==> src/rtl/ext_irq_pkg.sv <==
package ext_irq_pkg;

   typedef enum logic [1:0] {
      SENSE_LVL_HI = 2'd0,
      SENSE_RISE   = 2'd1,
      SENSE_FALL   = 2'd2,
      SENSE_LVL_LO = 2'd3
   } sense_e;

   localparam int MAX_LINES  = 4;
   localparam int REG_W      = 32;
   localparam int BIT_MASTER = 12;
   localparam int BIT_CRIT   = 0;

   // enable for line n
   function automatic int en_bit(input int n);
      return 11 - n;
   endfunction

   // write-one clear for line n
   function automatic int clr_bit(input int n);
      return 27 - n;
   endfunction

   // low bit of the two-bit sense field of line n
   function automatic int sense_lsb(input int n);
      return 22 - 2 * n;
   endfunction

   // read-only latch status of line n
   function automatic int stat_bit(input int n);
      return 28 + n;
   endfunction

endpackage

==> src/rtl/ext_irq_sync.sv <==
module ext_irq_sync #(
   parameter int STAGES = 2,
   parameter int W      = 4
) (
   input  logic         clk,
   input  logic         rst_n,
   input  logic [W-1:0] d,
   output logic [W-1:0] q
);

   logic [W-1:0] chain [STAGES];

   always_ff @(posedge clk or negedge rst_n) begin
      if (!rst_n) begin
         for (int i = 0; i < STAGES; i++) chain[i] <= '0;
      end else begin
         chain[0] <= d;
         for (int i = 1; i < STAGES; i++) chain[i] <= chain[i-1];
      end
   end

   assign q = chain[STAGES-1];

endmodule

==> src/rtl/ext_irq_ctrl.sv <==
module ext_irq_ctrl
   import ext_irq_pkg::*;
#(
   parameter int N_LINES = 4
) (
   input  logic               clk,
   input  logic               rst_n,
   input  logic               wr_en,
   input  logic [REG_W-1:0]   wr_data,
   output logic [N_LINES-1:0] line_en,
   output logic               master_en,
   output logic               crit_sel,
   output sense_e             sense [N_LINES],
   output logic [N_LINES-1:0] clr_pulse
);

   logic [N_LINES-1:0] en_q;
   logic [1:0]         sense_q [N_LINES];
   logic               master_q;
   logic               crit_q;

   always_ff @(posedge clk or negedge rst_n) begin
      if (!rst_n) begin
         en_q     <= '0;
         master_q <= 1'b0;
         crit_q   <= 1'b0;
         for (int n = 0; n < N_LINES; n++) sense_q[n] <= 2'd0;
      end else if (wr_en) begin
         master_q <= wr_data[BIT_MASTER];
         crit_q   <= wr_data[BIT_CRIT];
         for (int n = 0; n < N_LINES; n++) begin
            en_q[n]    <= wr_data[en_bit(n)];
            sense_q[n] <= wr_data[sense_lsb(n) +: 2];
         end
      end
   end

   // clears act only in the write cycle and are never stored
   always_comb begin
      for (int n = 0; n < N_LINES; n++) begin
         clr_pulse[n] = wr_en & wr_data[clr_bit(n)];
         sense[n]     = sense_e'(sense_q[n]);
      end
   end

   assign line_en   = en_q;
   assign master_en = master_q;
   assign crit_sel  = crit_q;

   logic unused_wr_bits;
   assign unused_wr_bits = ^wr_data;

endmodule

==> src/rtl/ext_irq_line.sv <==
module ext_irq_line
   import ext_irq_pkg::*;
(
   input  logic   clk,
   input  logic   rst_n,
   input  logic   pin_s,
   input  sense_e sense,
   input  logic   clr,
   input  logic   line_en,
   input  logic   master_en,
   output logic   req,
   output logic   latched
);

   logic prev_q;
   logic latch_q;
   logic rise;
   logic fall;
   logic hit;
   logic active;

   always_ff @(posedge clk or negedge rst_n) begin
      if (!rst_n) prev_q <= 1'b0;
      else        prev_q <= pin_s;
   end

   assign rise = pin_s & ~prev_q;
   assign fall = ~pin_s & prev_q;

   always_comb begin
      unique case (sense)
         SENSE_RISE: hit = rise;
         SENSE_FALL: hit = fall;
         default:    hit = 1'b0;
      endcase
   end

   // a new edge overrides a clear in the same cycle
   always_ff @(posedge clk or negedge rst_n) begin
      if (!rst_n)   latch_q <= 1'b0;
      else if (hit) latch_q <= 1'b1;
      else if (clr) latch_q <= 1'b0;
   end

   always_comb begin
      unique case (sense)
         SENSE_LVL_HI: active = pin_s;
         SENSE_LVL_LO: active = ~pin_s;
         default:      active = latch_q;
      endcase
   end

   assign req     = active & line_en & master_en;
   assign latched = latch_q;

endmodule

==> src/rtl/ext_irq_unit.sv <==
module ext_irq_unit
   import ext_irq_pkg::*;
#(
   parameter int NUM_LINES   = 4,
   parameter int SYNC_STAGES = 2
) (
   input  logic                 clk,
   input  logic                 rst_n,
   input  logic [NUM_LINES-1:0] irq_pin,
   input  logic                 wr_en,
   input  logic [REG_W-1:0]     wr_data,
   output logic [REG_W-1:0]     rd_data,
   output logic [NUM_LINES-1:0] irq_req,
   output logic                 crit_route
);

   if (NUM_LINES < 1 || NUM_LINES > MAX_LINES) begin : g_bad_lines
      $error("ext_irq_unit: NUM_LINES must lie in 1..%0d", MAX_LINES);
   end
   if (SYNC_STAGES < 2) begin : g_bad_sync
      $error("ext_irq_unit: SYNC_STAGES must be at least 2");
   end

   logic [NUM_LINES-1:0] pin_s;
   logic [NUM_LINES-1:0] line_en;
   logic [NUM_LINES-1:0] clr_pulse;
   logic [NUM_LINES-1:0] latched;
   logic                 master_en;
   logic                 crit_sel;
   sense_e               sense [NUM_LINES];

   ext_irq_sync #(
      .STAGES (SYNC_STAGES),
      .W      (NUM_LINES)
   ) u_sync (
      .clk   (clk),
      .rst_n (rst_n),
      .d     (irq_pin),
      .q     (pin_s)
   );

   ext_irq_ctrl #(
      .N_LINES (NUM_LINES)
   ) u_ctrl (
      .clk       (clk),
      .rst_n     (rst_n),
      .wr_en     (wr_en),
      .wr_data   (wr_data),
      .line_en   (line_en),
      .master_en (master_en),
      .crit_sel  (crit_sel),
      .sense     (sense),
      .clr_pulse (clr_pulse)
   );

   for (genvar n = 0; n < NUM_LINES; n++) begin : g_line
      ext_irq_line u_line (
         .clk       (clk),
         .rst_n     (rst_n),
         .pin_s     (pin_s[n]),
         .sense     (sense[n]),
         .clr       (clr_pulse[n]),
         .line_en   (line_en[n]),
         .master_en (master_en),
         .req       (irq_req[n]),
         .latched   (latched[n])
      );
   end

   always_comb begin
      rd_data             = '0;
      rd_data[BIT_MASTER] = master_en;
      rd_data[BIT_CRIT]   = crit_sel;
      for (int n = 0; n < NUM_LINES; n++) begin
         rd_data[en_bit(n)]          = line_en[n];
         rd_data[sense_lsb(n) +: 2]  = sense[n];
         rd_data[stat_bit(n)]        = latched[n];
      end
   end

   assign crit_route = crit_sel;

endmodule

==> config.mk <==
export PLATFORM = sky130hd
export DESIGN_NAME = ext_irq_unit
export DESIGN_NICKNAME = d
export VERILOG_FILES = /design/src/rtl/ext_irq_pkg.sv /design/src/rtl/ext_irq_sync.sv /design/src/rtl/ext_irq_ctrl.sv /design/src/rtl/ext_irq_line.sv /design/src/rtl/ext_irq_unit.sv
export SDC_FILE = /design/constraint.sdc
export NUM_CORES = 1
export LEC_CHECK = 0
export BUFFER_PORTS_ARGS = -buffer_cell sky130_fd_sc_hd__buf_2
export CORE_MARGIN = 2
export CORE_UTILIZATION = 35
export DETAILED_ROUTE_END_ITERATION = 10
export PLACE_DENSITY_LB_ADDON = 0.3
export SETUP_SLACK_MARGIN = 0.5
export SYNTH_ARGS = -nofsm -noshare
export SYNTH_HDL_FRONTEND = slang
export SYNTH_SLANG_ARGS = --single-unit
export TNS_END_PERCENT = 100
==> constraint.sdc <==
create_clock -name clk -period 4.6 [get_ports clk]
set_input_delay 0.92 -clock clk [delete_from_list [all_inputs] [get_ports clk]]
set_output_delay 0.92 -clock clk [all_outputs]
set_load 0.02 [all_outputs]
-- Word level (Yosys, flattened, before mapping)
Cells that the tools add are included.
- flip-flop bits (word level): 30
- logic and storage cells: 81
- equality and inequality tests: 12
- multiplexer cells: 16
- bitwise operators: 28
- reduce and logical (&&, ||, !) cells: 8
- operators with widths (cell ; number):
    1-bit AND ; 20
    2-bit == test (second input constant) ; 8
    1-bit case mux with 2 select lines ; 8
    2-bit by 1-bit == test with 1-bit output (second input constant) ; 4
    2-bit zero test ; 4
    1-bit 2-to-1 mux ; 8
    1-bit NOT ; 8
    2-bit nonzero test ; 4

-- Depth between registers and ports, before layout
- word-level depth: 4
- gate-level depth with buffers: 5
- depth with buffers taken out: 4

-- Modules after synthesis
From an unflattened synthesis, not the netlist that was laid out.
- cells, all modules: 123
- area, all modules: 1606.5 sq um
- modules (own cells, without submodules) (module ; instances ; cells an instance ; area each (sq um) ; seq. area each (sq um)):
    ext_irq_line ; 4 ; 15 ; 165.2 ; 50.0
    ext_irq_ctrl ; 1 ; 34 ; 591.8 ; 350.3
    ext_irq_sync ; 1 ; 12 ; 230.2 ; 200.2
    ext_irq_unit ; 1 ; 17 ; 123.9 ; 0.0

-- Worst setup path after synthesis
No wires, ideal clock.
- path type: reg-to-output
- from: register u_ctrl.sense_q (netlist bit u_ctrl.sense[6])
- to: output port irq_req[0]
- arrival time: 1.413 ns
- slack: 2.267 ns
- stages on the path, launching flop included: 6
- path buffers: 1
- cell sequence: dfrtp_1 -> inv_1 -> ha_1 -> mux2_1 -> o2111a_1 -> buf_4
- cells in the longest elaborated chain, start to end: 4
- elaborated cells on any way between the ends: 5
- those cells by class: eq/ne (1); mux (1); bitwise (2); reduce/logical (1)
- RTL lines (item ; line ; source):
    start, declared ; ext_irq_ctrl.sv:18 ; logic [1:0] sense_q [N_LINES];
    start signal, assigned by index ; ext_irq_ctrl.sv:33 ; sense_q[n] <= wr_data[sense_lsb(n) +: 2];
    2-bit == test or 2-bit zero test (tied branches) ; ext_irq_line.sv:46 ; unique case (sense)
    1-bit case mux with 2 select lines (*) ; ext_irq_line.sv:46 ;
    1-bit AND (*) (2 in series) ; ext_irq_line.sv:53 ; assign req = active & line_en & master_en;
    end, declared ; ext_irq_unit.sv:13 ; output logic [NUM_LINES-1:0] irq_req,
Every way passes the cells marked *; elsewhere a longest branch is shown, timed or not.

-- Worst setup path in the final report
- from: register u_ctrl.sense_q (netlist bit u_ctrl.sense[2])
- to: output port irq_req[2]
Same word-level chain as after synthesis.

==> metrics.cfg <==
[outcome]
status = completed

[yosys]
ys_ff_latch = 30
syn_area_um2 = 1610
async_reset_ff_frac = 1.00
yosysWarnings = 0
synth_top_area_frac = 0.468
ys_seq_area_frac = 0.468
synth_cell_types = 16
yosys.area.top_type = dfrtp_1
synth_common_cells = dfrtp_1 (30), buf_4 (28), ha_1 (16)
syn_avg_cell_area_um2 = 11.8
syn_inst = 136
synth_ff_type = dfrtp_1
yosysMostFrequentCell = dfrtp_1
synth_area_leaders = dfrtp_1 (47%), buf_4 (13%), ha_1 (12%)
synth_edf_count = 0

[power]
p_seq_frac = 0.467
p_total_mw = 0.659
clkPwrFrac = 0.322
comb_power_share = 0.211
leakagePower_nw = 0.956
power.density_cell_area_nw_per_um2 = 364
max-vdd-ir-drop_mv = 0.209
switching_share = 0.298
power.switching_mw = 0.196
p_int_mw = 0.463

[clock_tree]
cts_tree = built
clockBufferDepth = 2
cts_inserted_buffers = 5
cts-root-buf = clkbuf_8
cts_setup_buffers = 0
worstSkewPairLatency_ns = 0.27
h-tree-depth = 2
clock_sinks = 30
cts_resized = 0
cts_hold_buf = 0
cts.reportedPaths.clkPinSlew_ns = 0.06

[detailed_routing]
drt_iter0_drc = 37
drtPass1Iterations = 4
route.vias.total = 988
wl_met2_mm = 1.28
wl_per_cell_um = 12.5
ant_nets = 0
met1_length_mm = 1.27
routed-wl-met3_um = 210
drc_errors = 0
routed.top_layer = met4
wl_mm = 2.81
vias_per_cell = 4.39

[finish]
final_layout_size_suffix_gt1_frac = 0.370
nNetsFinal = 227
multiInputGateArea_um2 = 636
register_area_um2 = 751
fillers = 434
area_delta_synth_final_pct = 12.6
num_antenna_cells = 0

[sta]
tns_ns = 0
slew_violations = 0
worstMarginPinSlew_ns = 0.689
clock_skew_ns = 0.00322
hold_ws_ns = 0.347
slew_headroom = 0.541
fmax_mhz = 388
fin_crit_ns = 2.58
fin_crit_sh = 0.560
setup_viol = 0
rsz0062_at_grt = false
hold_viol_final = 0

[setup_path]
criticalPathCategory = flop to output pin
rr_endpoint = g_line[3].u_line.latched$_DFFE_PN0P_
r2r_setup_slack_ns = 3.44
crit_start = u_ctrl.sense[2]$_DFFE_PN0P_
worstRegToRegCells = 4
startpoint_type = flop
arrival_ns = 1.66
crit_path_end_kind = output pin
r2r-start = u_ctrl.sense[0]$_DFFE_PN0P_
critical_path_required_ns = 3.68
path_max_fanout = 4
crit_end = irq_req[2]

[grt]
grt_overflow_total = 0
grt.total_usage = 0.122
antenna_found_initial = 0
grt_pass1_wl_mm = 4.72
grt_max_degree = 31
grt_pass1_vias = 1022

[floorplan]
fp.dieW_um = 71.7
die_area_um2 = 5140
core_um2 = 4380
row_count = 24
io_pins = 76
start_util = 0.366
fp.dieH_um = 71.7

[place]
dp_hpwl_mm = 2.06
gp_congestion = 0.716
portBuffers = 47

[worst_hold_path]
hold_depth = 0
hold_class = flop to flop

[run]
drv_cap = 0

==> metrics by stage <==
step,worst slack [ns],util,cell area (µm²),cells
floorplan,2.27,-,1650,149
global placement,2.34,0.392,1720,217
detailed placement,2.31,0.392,1720,217
CTS,1.99,0.412,1810,225
global route,1.93,0.412,1810,225
finish,2.02,0.412,1810,225
==> critical path: stages, from the launching register on <==
cell and delay [ns]:
dfrtp_1 0.40, inv_1 0.10, ha_1 0.20, mux2_1 0.30, o2111a_1 0.23, buf_2 0.16
==> cells by family after synthesis <==
logic type / after synthesis / synth area share
DFF: 30 / 0.468
buffers and inverters: 39 / 0.167
AOI/OAI and AO/OA: 16 / 0.0779
other: 1 / 0.00234
adders and majority gates: 16 / 0.125
and+or+nand+nor: 24 / 0.0904
muxes: 10 / 0.0701
==> placed cells by master (no fill, tap or decap), drive strengths merged <==
cell type | Yosys | layout
a21bo | 4 | 4
conb | 1 | 14
clkbuf | 0 | 7
nand2 | 8 | 8
nand4b | 8 | 8
dfrtp | 30 | 30
mux2 | 10 | 10
ha | 16 | 16
nand2b | 4 | 4
clkinv | 0 | 1
inv | 8 | 8
nand3 | 4 | 4
o2111a | 4 | 4
o21ai | 8 | 8
buf | 31 | 47
==> sequential cells by signal, summed over array words and instances (netlist names) <==
| name | count |
|---|---|
| u_ctrl.sense | 8 |
| u_ctrl.line_en | 4 |
| u_ctrl.crit_sel | 1 |
| u_sync.q | 4 |
| u_sync.chain | 4 |
| u_ctrl.master_en | 1 |
| g_line.u_line.latched | 4 |
| g_line.u_line.prev_q | 4 |
==> power groups by stage <==
stage | combinational, mW | clock (mW) | sequential (mW)
after floorplan | 0.116 | 0 | 0.316
after global placement | 0.137 | 0 | 0.311
after detailed placement | 0.141 | 0 | 0.312
after CTS | 0.141 | 0.222 | 0.308
after global routing | 0.153 | 0.239 | 0.312
final | 0.139 | 0.212 | 0.307
==> worst min path at each step <==
stage | start | to | slack [ns]
floorplan | u_sync.chain[4]$_DFF_PN0_ | u_sync.q[0]$_DFF_PN0_ | 0.33
global placement | u_sync.chain[4]$_DFF_PN0_ | u_sync.q[0]$_DFF_PN0_ | 0.33
detailed placement | u_sync.chain[7]$_DFF_PN0_ | u_sync.q[3]$_DFF_PN0_ | 0.33
CTS | u_sync.chain[7]$_DFF_PN0_ | u_sync.q[3]$_DFF_PN0_ | 0.35
global route | u_sync.chain[5]$_DFF_PN0_ | u_sync.q[1]$_DFF_PN0_ | 0.37
finish | u_sync.chain[7]$_DFF_PN0_ | u_sync.q[3]$_DFF_PN0_ | 0.35
==> layer usage <==
| metal | global-route usage | vias to the layer above |
|---|---|---|
| met5 | 0 | - |
| met4 | 0.0503 | 0 |
| met3 | 0.0478 | 6 |
| met2 | 0.193 | 43 |
| met1 | 0.149 | 451 |
| li1 | - | 488 |
==> layout make-up <==
type,instances,share of cell area
sequential,30,0.415
multi-input combinational,80,0.352
inverter,8,0.0166
tap,52,0.0360
clock inverter,1,0.00277
clock buffer,7,0.0478
timing repair buffer,47,0.130
Note: power is estimated with default switching activity, not from simulation.
